--- config.mk ---
export PLATFORM = sky130hd
export DESIGN_NAME = seg_pair_sched
export DESIGN_NICKNAME = d
export VERILOG_FILES = /design/src/rtl/seg_pair_sched.sv
export SDC_FILE = /design/constraint.sdc
export NUM_CORES = 1
export LEC_CHECK = 0
export BUFFER_PORTS_ARGS = -buffer_cell sky130_fd_sc_hd__clkbuf_2
export CORE_MARGIN = 4
export CORE_UTILIZATION = 25
export CTS_CLUSTER_SIZE = 28
export DETAILED_ROUTE_END_ITERATION = 7
export HOLD_SLACK_MARGIN = 0.05
export SLEW_MARGIN = 20
export SYNTH_ARGS = -nofsm -noshare
export SYNTH_HDL_FRONTEND = slang
export SYNTH_SLANG_ARGS = --single-unit
--- constraint.sdc ---
create_clock -name clk -period 2.9 [get_ports clk]
set_clock_uncertainty 0.1 [all_clocks]
set_input_delay 0.145 -clock clk [delete_from_list [all_inputs] [get_ports clk]]
set_output_delay 0.145 -clock clk [all_outputs]
set_load 0.005 [all_outputs]
--- src/rtl/seg_pair_sched.sv ---
module seg_pair_sched #(
  parameter int PTS   = 64,
  parameter int TURNS = 2,
  parameter int W     = 16,
  localparam int N    = PTS * TURNS,
  localparam int IW   = $clog2(N + 1)
) (
  input  logic            clk,
  input  logic            rst_n,
  input  logic            start,
  output logic            busy,
  output logic            done,
  output logic [IW-1:0]   seg_count,
  output logic [IW-1:0]   rd_addr,
  input  logic [W-1:0]    rd_x,
  input  logic [W-1:0]    rd_y,
  input  logic [W-1:0]    rd_z,
  output logic            pair_valid,
  output logic [3*W-1:0]  pt0,
  output logic [3*W-1:0]  pt1,
  output logic [3*W-1:0]  pt2,
  output logic [3*W-1:0]  pt3
);

  localparam logic [IW-1:0] PL   = IW'(PTS);
  localparam logic [IW-1:0] LAST = IW'(N - 1);
  localparam logic [IW-1:0] ONE  = IW'(1);

  typedef enum logic [1:0] {S_IDLE, S_RUN, S_DRAIN} st_t;
  typedef enum logic [1:0] {K_REFA, K_REFB, K_PT, K_FLUSH} kind_t;

  function automatic logic [IW-1:0] succ(input logic [IW-1:0] s);
    if ((s % PL) == PL - ONE) succ = s - PL + ONE;
    else                      succ = s + ONE;
  endfunction

  st_t           st;
  kind_t         ph, b_kind;
  logic [IW-1:0] ref_i, pt_i, b_ref, b_pt;
  logic          b_v;
  logic [3*W-1:0] ref_a, ref_b, prev_pt, first_pt;

  assign busy    = (st != S_IDLE);
  assign rd_addr = (ph == K_REFA) ? ref_i : (ph == K_REFB) ? succ(ref_i) : pt_i;

  logic [3*W-1:0] cur;
  logic           turn_start, emit, same, adj;
  logic [IW-1:0]  seg_i;
  logic [3*W-1:0] seg_b;

  assign cur        = {rd_x, rd_y, rd_z};
  assign turn_start = (b_pt % PL) == '0;
  assign emit       = b_v && (b_kind == K_FLUSH || (b_kind == K_PT && b_pt != '0));
  assign seg_i      = (b_kind == K_FLUSH) ? LAST : b_pt - ONE;
  assign seg_b      = (b_kind == K_FLUSH || turn_start) ? first_pt : cur;
  assign same       = (seg_i == b_ref);
  assign adj        = (seg_i == succ(b_ref)) || (b_ref == succ(seg_i));

  always_ff @(posedge clk) begin
    if (!rst_n) begin
      st        <= S_IDLE;
      ph        <= K_REFA;
      ref_i     <= '0;
      pt_i      <= '0;
      done      <= 1'b0;
      seg_count <= '0;
    end else begin
      done <= 1'b0;
      if (emit && same) seg_count <= seg_count + ONE;
      case (st)
        S_IDLE: if (start) begin
          st        <= S_RUN;
          ph        <= K_REFA;
          ref_i     <= '0;
          pt_i      <= '0;
          seg_count <= '0;
        end
        S_RUN: case (ph)
          K_REFA: ph <= K_REFB;
          K_REFB: ph <= K_PT;
          K_PT: begin
            if (pt_i == LAST) begin
              ph   <= K_FLUSH;
              pt_i <= '0;
            end else begin
              pt_i <= pt_i + ONE;
            end
          end
          default: begin
            if (ref_i == LAST) begin
              st <= S_DRAIN;
            end else begin
              ref_i <= ref_i + ONE;
              ph    <= K_REFA;
            end
          end
        endcase
        default: begin
          st   <= S_IDLE;
          done <= 1'b1;
        end
      endcase
    end
  end

  always_ff @(posedge clk) begin
    if (!rst_n) begin
      b_v    <= 1'b0;
      b_kind <= K_REFA;
      b_pt   <= '0;
      b_ref  <= '0;
    end else begin
      b_v    <= (st == S_RUN);
      b_kind <= ph;
      b_pt   <= pt_i;
      b_ref  <= ref_i;
    end
  end

  always_ff @(posedge clk) begin
    if (!rst_n) begin
      ref_a    <= '0;
      ref_b    <= '0;
      prev_pt  <= '0;
      first_pt <= '0;
    end else if (b_v) begin
      case (b_kind)
        K_REFA: ref_a <= cur;
        K_REFB: ref_b <= cur;
        K_PT: begin
          prev_pt <= cur;
          if (turn_start) first_pt <= cur;
        end
        default: ;
      endcase
    end
  end

  always_ff @(posedge clk) begin
    if (!rst_n) begin
      pair_valid <= 1'b0;
      pt0 <= '0;
      pt1 <= '0;
      pt2 <= '0;
      pt3 <= '0;
    end else begin
      pair_valid <= emit && !same && !adj;
      if (emit && !same && !adj) begin
        pt0 <= ref_a;
        pt1 <= ref_b;
        pt2 <= prev_pt;
        pt3 <= seg_b;
      end
    end
  end

  AST_ADDR_RANGE: assert property (@(posedge clk) disable iff (!rst_n) busy |-> rd_addr < IW'(N));
  AST_DONE_ENDS_RUN: assert property (@(posedge clk) disable iff (!rst_n) done |-> !busy);
  AST_DONE_PULSE: assert property (@(posedge clk) disable iff (!rst_n) done |=> !done);
  AST_VALID_IN_RUN: assert property (@(posedge clk) disable iff (!rst_n) pair_valid |-> $past(busy));
  AST_COUNT_AT_DONE: assert property (@(posedge clk) disable iff (!rst_n) done |-> seg_count == IW'(N));
  AST_START_IGNORED: assert property (@(posedge clk) disable iff (!rst_n) (busy && start) |=> (busy || done));

endmodule

==> results.sh <==
export IMPL_status="complete, but fails checks"
export IMPL_violations="setup timing"
export IMPL_grt_pass1_vias=14500
export IMPL_synth_common_cells="nand2_1, dfxtp_1, mux2i_1, a21boi_0, clkbuf_1"
export IMPL_grt_pass1_wl_um=85400
export IMPL_dpl_hpwl_um=36600
export IMPL_setup_viol=186
export IMPL_rr_worst_depth=9
export IMPL_synth_seq_cells=433
export IMPL_grt_usage=0.137
export IMPL_peakVddDrop_uv=379
export IMPL_criticalPathCategory="flop to flop"
export IMPL_cp_required_ns=3.30
export IMPL_cts_htree_levels=2
export IMPL_synthCells=2063
export IMPL_synth_edf_count=0
export IMPL_dpl_cell_area_um2=20900
export IMPL_min_period_over_period=1.04
export IMPL_n_fill_cell=7440
export IMPL_crit_chain="or3_4 -> o41ai_4 -> xnor3_1 -> o2111ai_2 -> o211a_4 -> and2_4 -> buf_12 -> buf_12 -> mux2i_1"
export IMPL_synth_top_cell_area_share=0.480
export IMPL_cts_buffers=50
export IMPL_synth_cell_types=63
export IMPL_die_w_um=277
export IMPL_path_max_fanout=20
export IMPL_crit_family="compound AO/OA/AOI/OAI gates"
export IMPL_setup_ws_ns=-0.120
export IMPL_routedWlPerCell_um=16.4
export IMPL_timing_critical_path_mode_cell="buf_12"
export IMPL_cp_slowest_cell="o41ai_4"
export IMPL_cts_max_path_buffers=3
export IMPL_hold_end="ref_a[42]"
export IMPL_io_pins=262
export IMPL_grt_max_degree=99
export IMPL_slew_headroom=0.484
export IMPL_dp_cells=3217
export IMPL_r2r_slack_ns=-0.12
export IMPL_timing_rr_end="pt2[43]"
export IMPL_yosysWarnings=0
export IMPL_critPathCaptureType="flop"
export IMPL_ant_nets=0
export IMPL_worstReg2RegStart="b_pt[3]"
export IMPL_synth_net_count=2125
export IMPL_antenna_found_initial=1
export IMPL_crit_path_start_kind="flop"
export IMPL_arrival_ns=3.42
export IMPL_synth_area_top_cells="dfxtp_1, nand2_1, mux2i_1"
export IMPL_synth_flop_cell="dfxtp_1"
export IMPL_start_util=0.252
export IMPL_vias_per_cell=4.46
export IMPL_total_power_uw=13400
export IMPL_cts_sinks=433
export IMPL_yosysMostFrequentCell="nand2_1"
export IMPL_cp_slowest_stage_delay_ns=0.49
export IMPL_drt_initial_drc_count=798
export IMPL_hp_class="input port to flop"
export IMPL_clk_pin_slew_ns=0.06
export IMPL_syn_to_final_growth_pct=30.8
export IMPL_synth_largest_area_cell="dfxtp_1"
export IMPL_slew_violations=0
export IMPL_hold_start="rd_x[10]"
export IMPL_fmax_ghz=0.331
export IMPL_place_ws_ns=-0.103
export IMPL_clk_latency_ns=0.58
export IMPL_wirelength_um=55400
export IMPL_power_density_nw_per_um2=569
export IMPL_portBuffers=261
export IMPL_dieArea_um2=76700
export IMPL_die_y_um=277
export IMPL_rows=98
export IMPL_final_area_um2=23600
export IMPL_syn_cell_area_um2=18100
export IMPL_final_min_clock_period_ns=3.02
export IMPL_async_reset_ff_frac=0
export IMPL_cts_root_buf="clkbuf_16"
export IMPL_core_um2=71600
export IMPL_overflow=0
export IMPL_rsz0062_at_grt="yes"
export IMPL_ys_seq_area_frac=0.480
export IMPL_nets=2453
export IMPL_drc=0
export IMPL_final_hold_viol_count=0
export IMPL_worst_pin_slew_ns=0.772
export IMPL_crit_buf_inv=2
export IMPL_p_leak_uw=0.00911
export IMPL_vias=15100
export IMPL_finalWeightedCongestion=0.851
export IMPL_drive_above_1_share=0.209
export IMPL_stdcell_count=3383
export IMPL_syn_area_per_cell_um2=8.76
export IMPL_holdPathStages=4
export IMPL_drv_cap=0
export IMPL_cts_tree="built"
export IMPL_tns_ns=-9.36
export IMPL_drtPass1Iterations=5
## final cells by class
type / count / area [um^2] / area share
Multi-Input combinational cell: 1459 / 8770 / 0.371
Sequential cell: 433 / 8670 / 0.367
Timing Repair Buffer: 432 / 3190 / 0.135
Clock buffer: 67 / 1440 / 0.0608
Tap cell: 950 / 1190 / 0.0503
Clock inverter: 26 / 324 / 0.0137
Inverter: 15 / 58.8 / 0.00249
Antenna cell: 1 / 2.50 / 0.000106
## what timing repair did
action                                 in CTS  in global routing
endpoints found under the hold margin     287                  0
setup endpoints to repair                 166                193
pin swaps                                   3                  5
setup buffers                               4                  9
resized for setup                          14                 28
hold buffers                               50                  0
gates cloned                                1                  8
## registers in the layout, indices dropped and copies added (netlist names), 2 cells and up
signal     cells
pt0           48
prev_pt       48
b_kind         2
ph             2
pt_i           8
b_pt           8
b_ref          8
pt3           48
pt1           48
pt2           48
seg_count      8
first_pt      48
ref_b         48
ref_i          8
st             2
ref_a         48
## stage by stage
stage | utilization | hold slack [ns]
3_3_place_gp | 0.292 | 0.344
3_5_place_dp | 0.292 | 0.345
4_1_cts | 0.325 | 0.268
6_report | 0.330 | 0.313
5_1_grt | 0.330 | 0.287
2_1_floorplan | - | 0.190
## report_power, final
group | switching (uW) | internal, uW
sequential | 27.3 | 5990
clock | 2670 | 4040
combinational | 427 | 289
## layer usage
| metal | track usage | vias to the layer above | routed length [um] |
|---|---|---|---|
| li1 | - | 7529 | - |
| met1 | 0.181 | 7147 | 25400 |
| met2 | 0.226 | 336 | 25600 |
| met3 | 0.0276 | 88 | 2740 |
| met4 | 0.0457 | 0 | 1650 |
| met5 | 0 | - | 0 |
## worst register-to-register path, stage by stage, from the launching register on
cell	delay, ns
dfxtp_1	0.33
or3_4	0.43
o41ai_4	0.49
xnor3_1	0.42
o2111ai_2	0.10
o211a_4	0.19
and2_4	0.27
buf_12	0.20
buf_12	0.21
mux2i_1	0.22
## how the worst max path moves through the flow
| stage | startpoint | to | slack (ns) | cells after the start |
|---|---|---|---|---|
| floorplan | b_pt[0] | pt3[10] | 0.006 | 14 |
| finish | b_pt[3] | pt2[43] | -0.12 | 9 |
| detailed placement | b_pt[1] | pt3[13] | -0.10 | 13 |
| CTS | b_pt[1] | pt3[13] | -0.05 | 13 |
| global placement | b_pt[1] | pt3[11] | -0.07 | 13 |
| global route | b_pt[3] | pt0[43] | -0.24 | 9 |
## logic make-up (layout without fill, tap and decap cells)
family	count (synthesis)	after routing	share of synthesized area
AO/OA/AOI/OAI	319	319	0.136
XOR/XNOR	31	31	0.0158
adder cells (fa/ha/maj)	11	11	0.00761
buffers and inverters	171	540	0.0438
flip-flops	433	433	0.480
multiplexers	201	201	0.111
other	0	1	0
AND/OR/NAND/NOR	897	897	0.206
## cells in the final DEF, fill, tap and decap left out, types with 3 or more instances in the layout
cell type,count
nand2_1,713
dfxtp_1,430
clkbuf_2,260
mux2i_1,197
a21boi_0,196
buf_4,78
nand3_1,62
clkbuf_16,58
dlygate4sd3_1,50
o211a_1,49
nor2_1,30
o21ai_0,21
a21oi_1,21
and2_1,20
xnor2_1,15
buf_12,15
inv_1,13
xor2_1,12
buf_6,12
nand4_1,11
clkinv_2,11
ha_1,10
clkbuf_8,10
nand2b_1,9
nor3_1,9
and3_1,7
buf_8,7
bufinv_16,6
clkbuf_1,6
nor2b_1,5
o31ai_1,5
nor4_1,4
o32ai_1,3
or3_1,3
inv_6,3
clkinvlp_4,3
No activity file was read; power rests on OpenSTA's default activity.
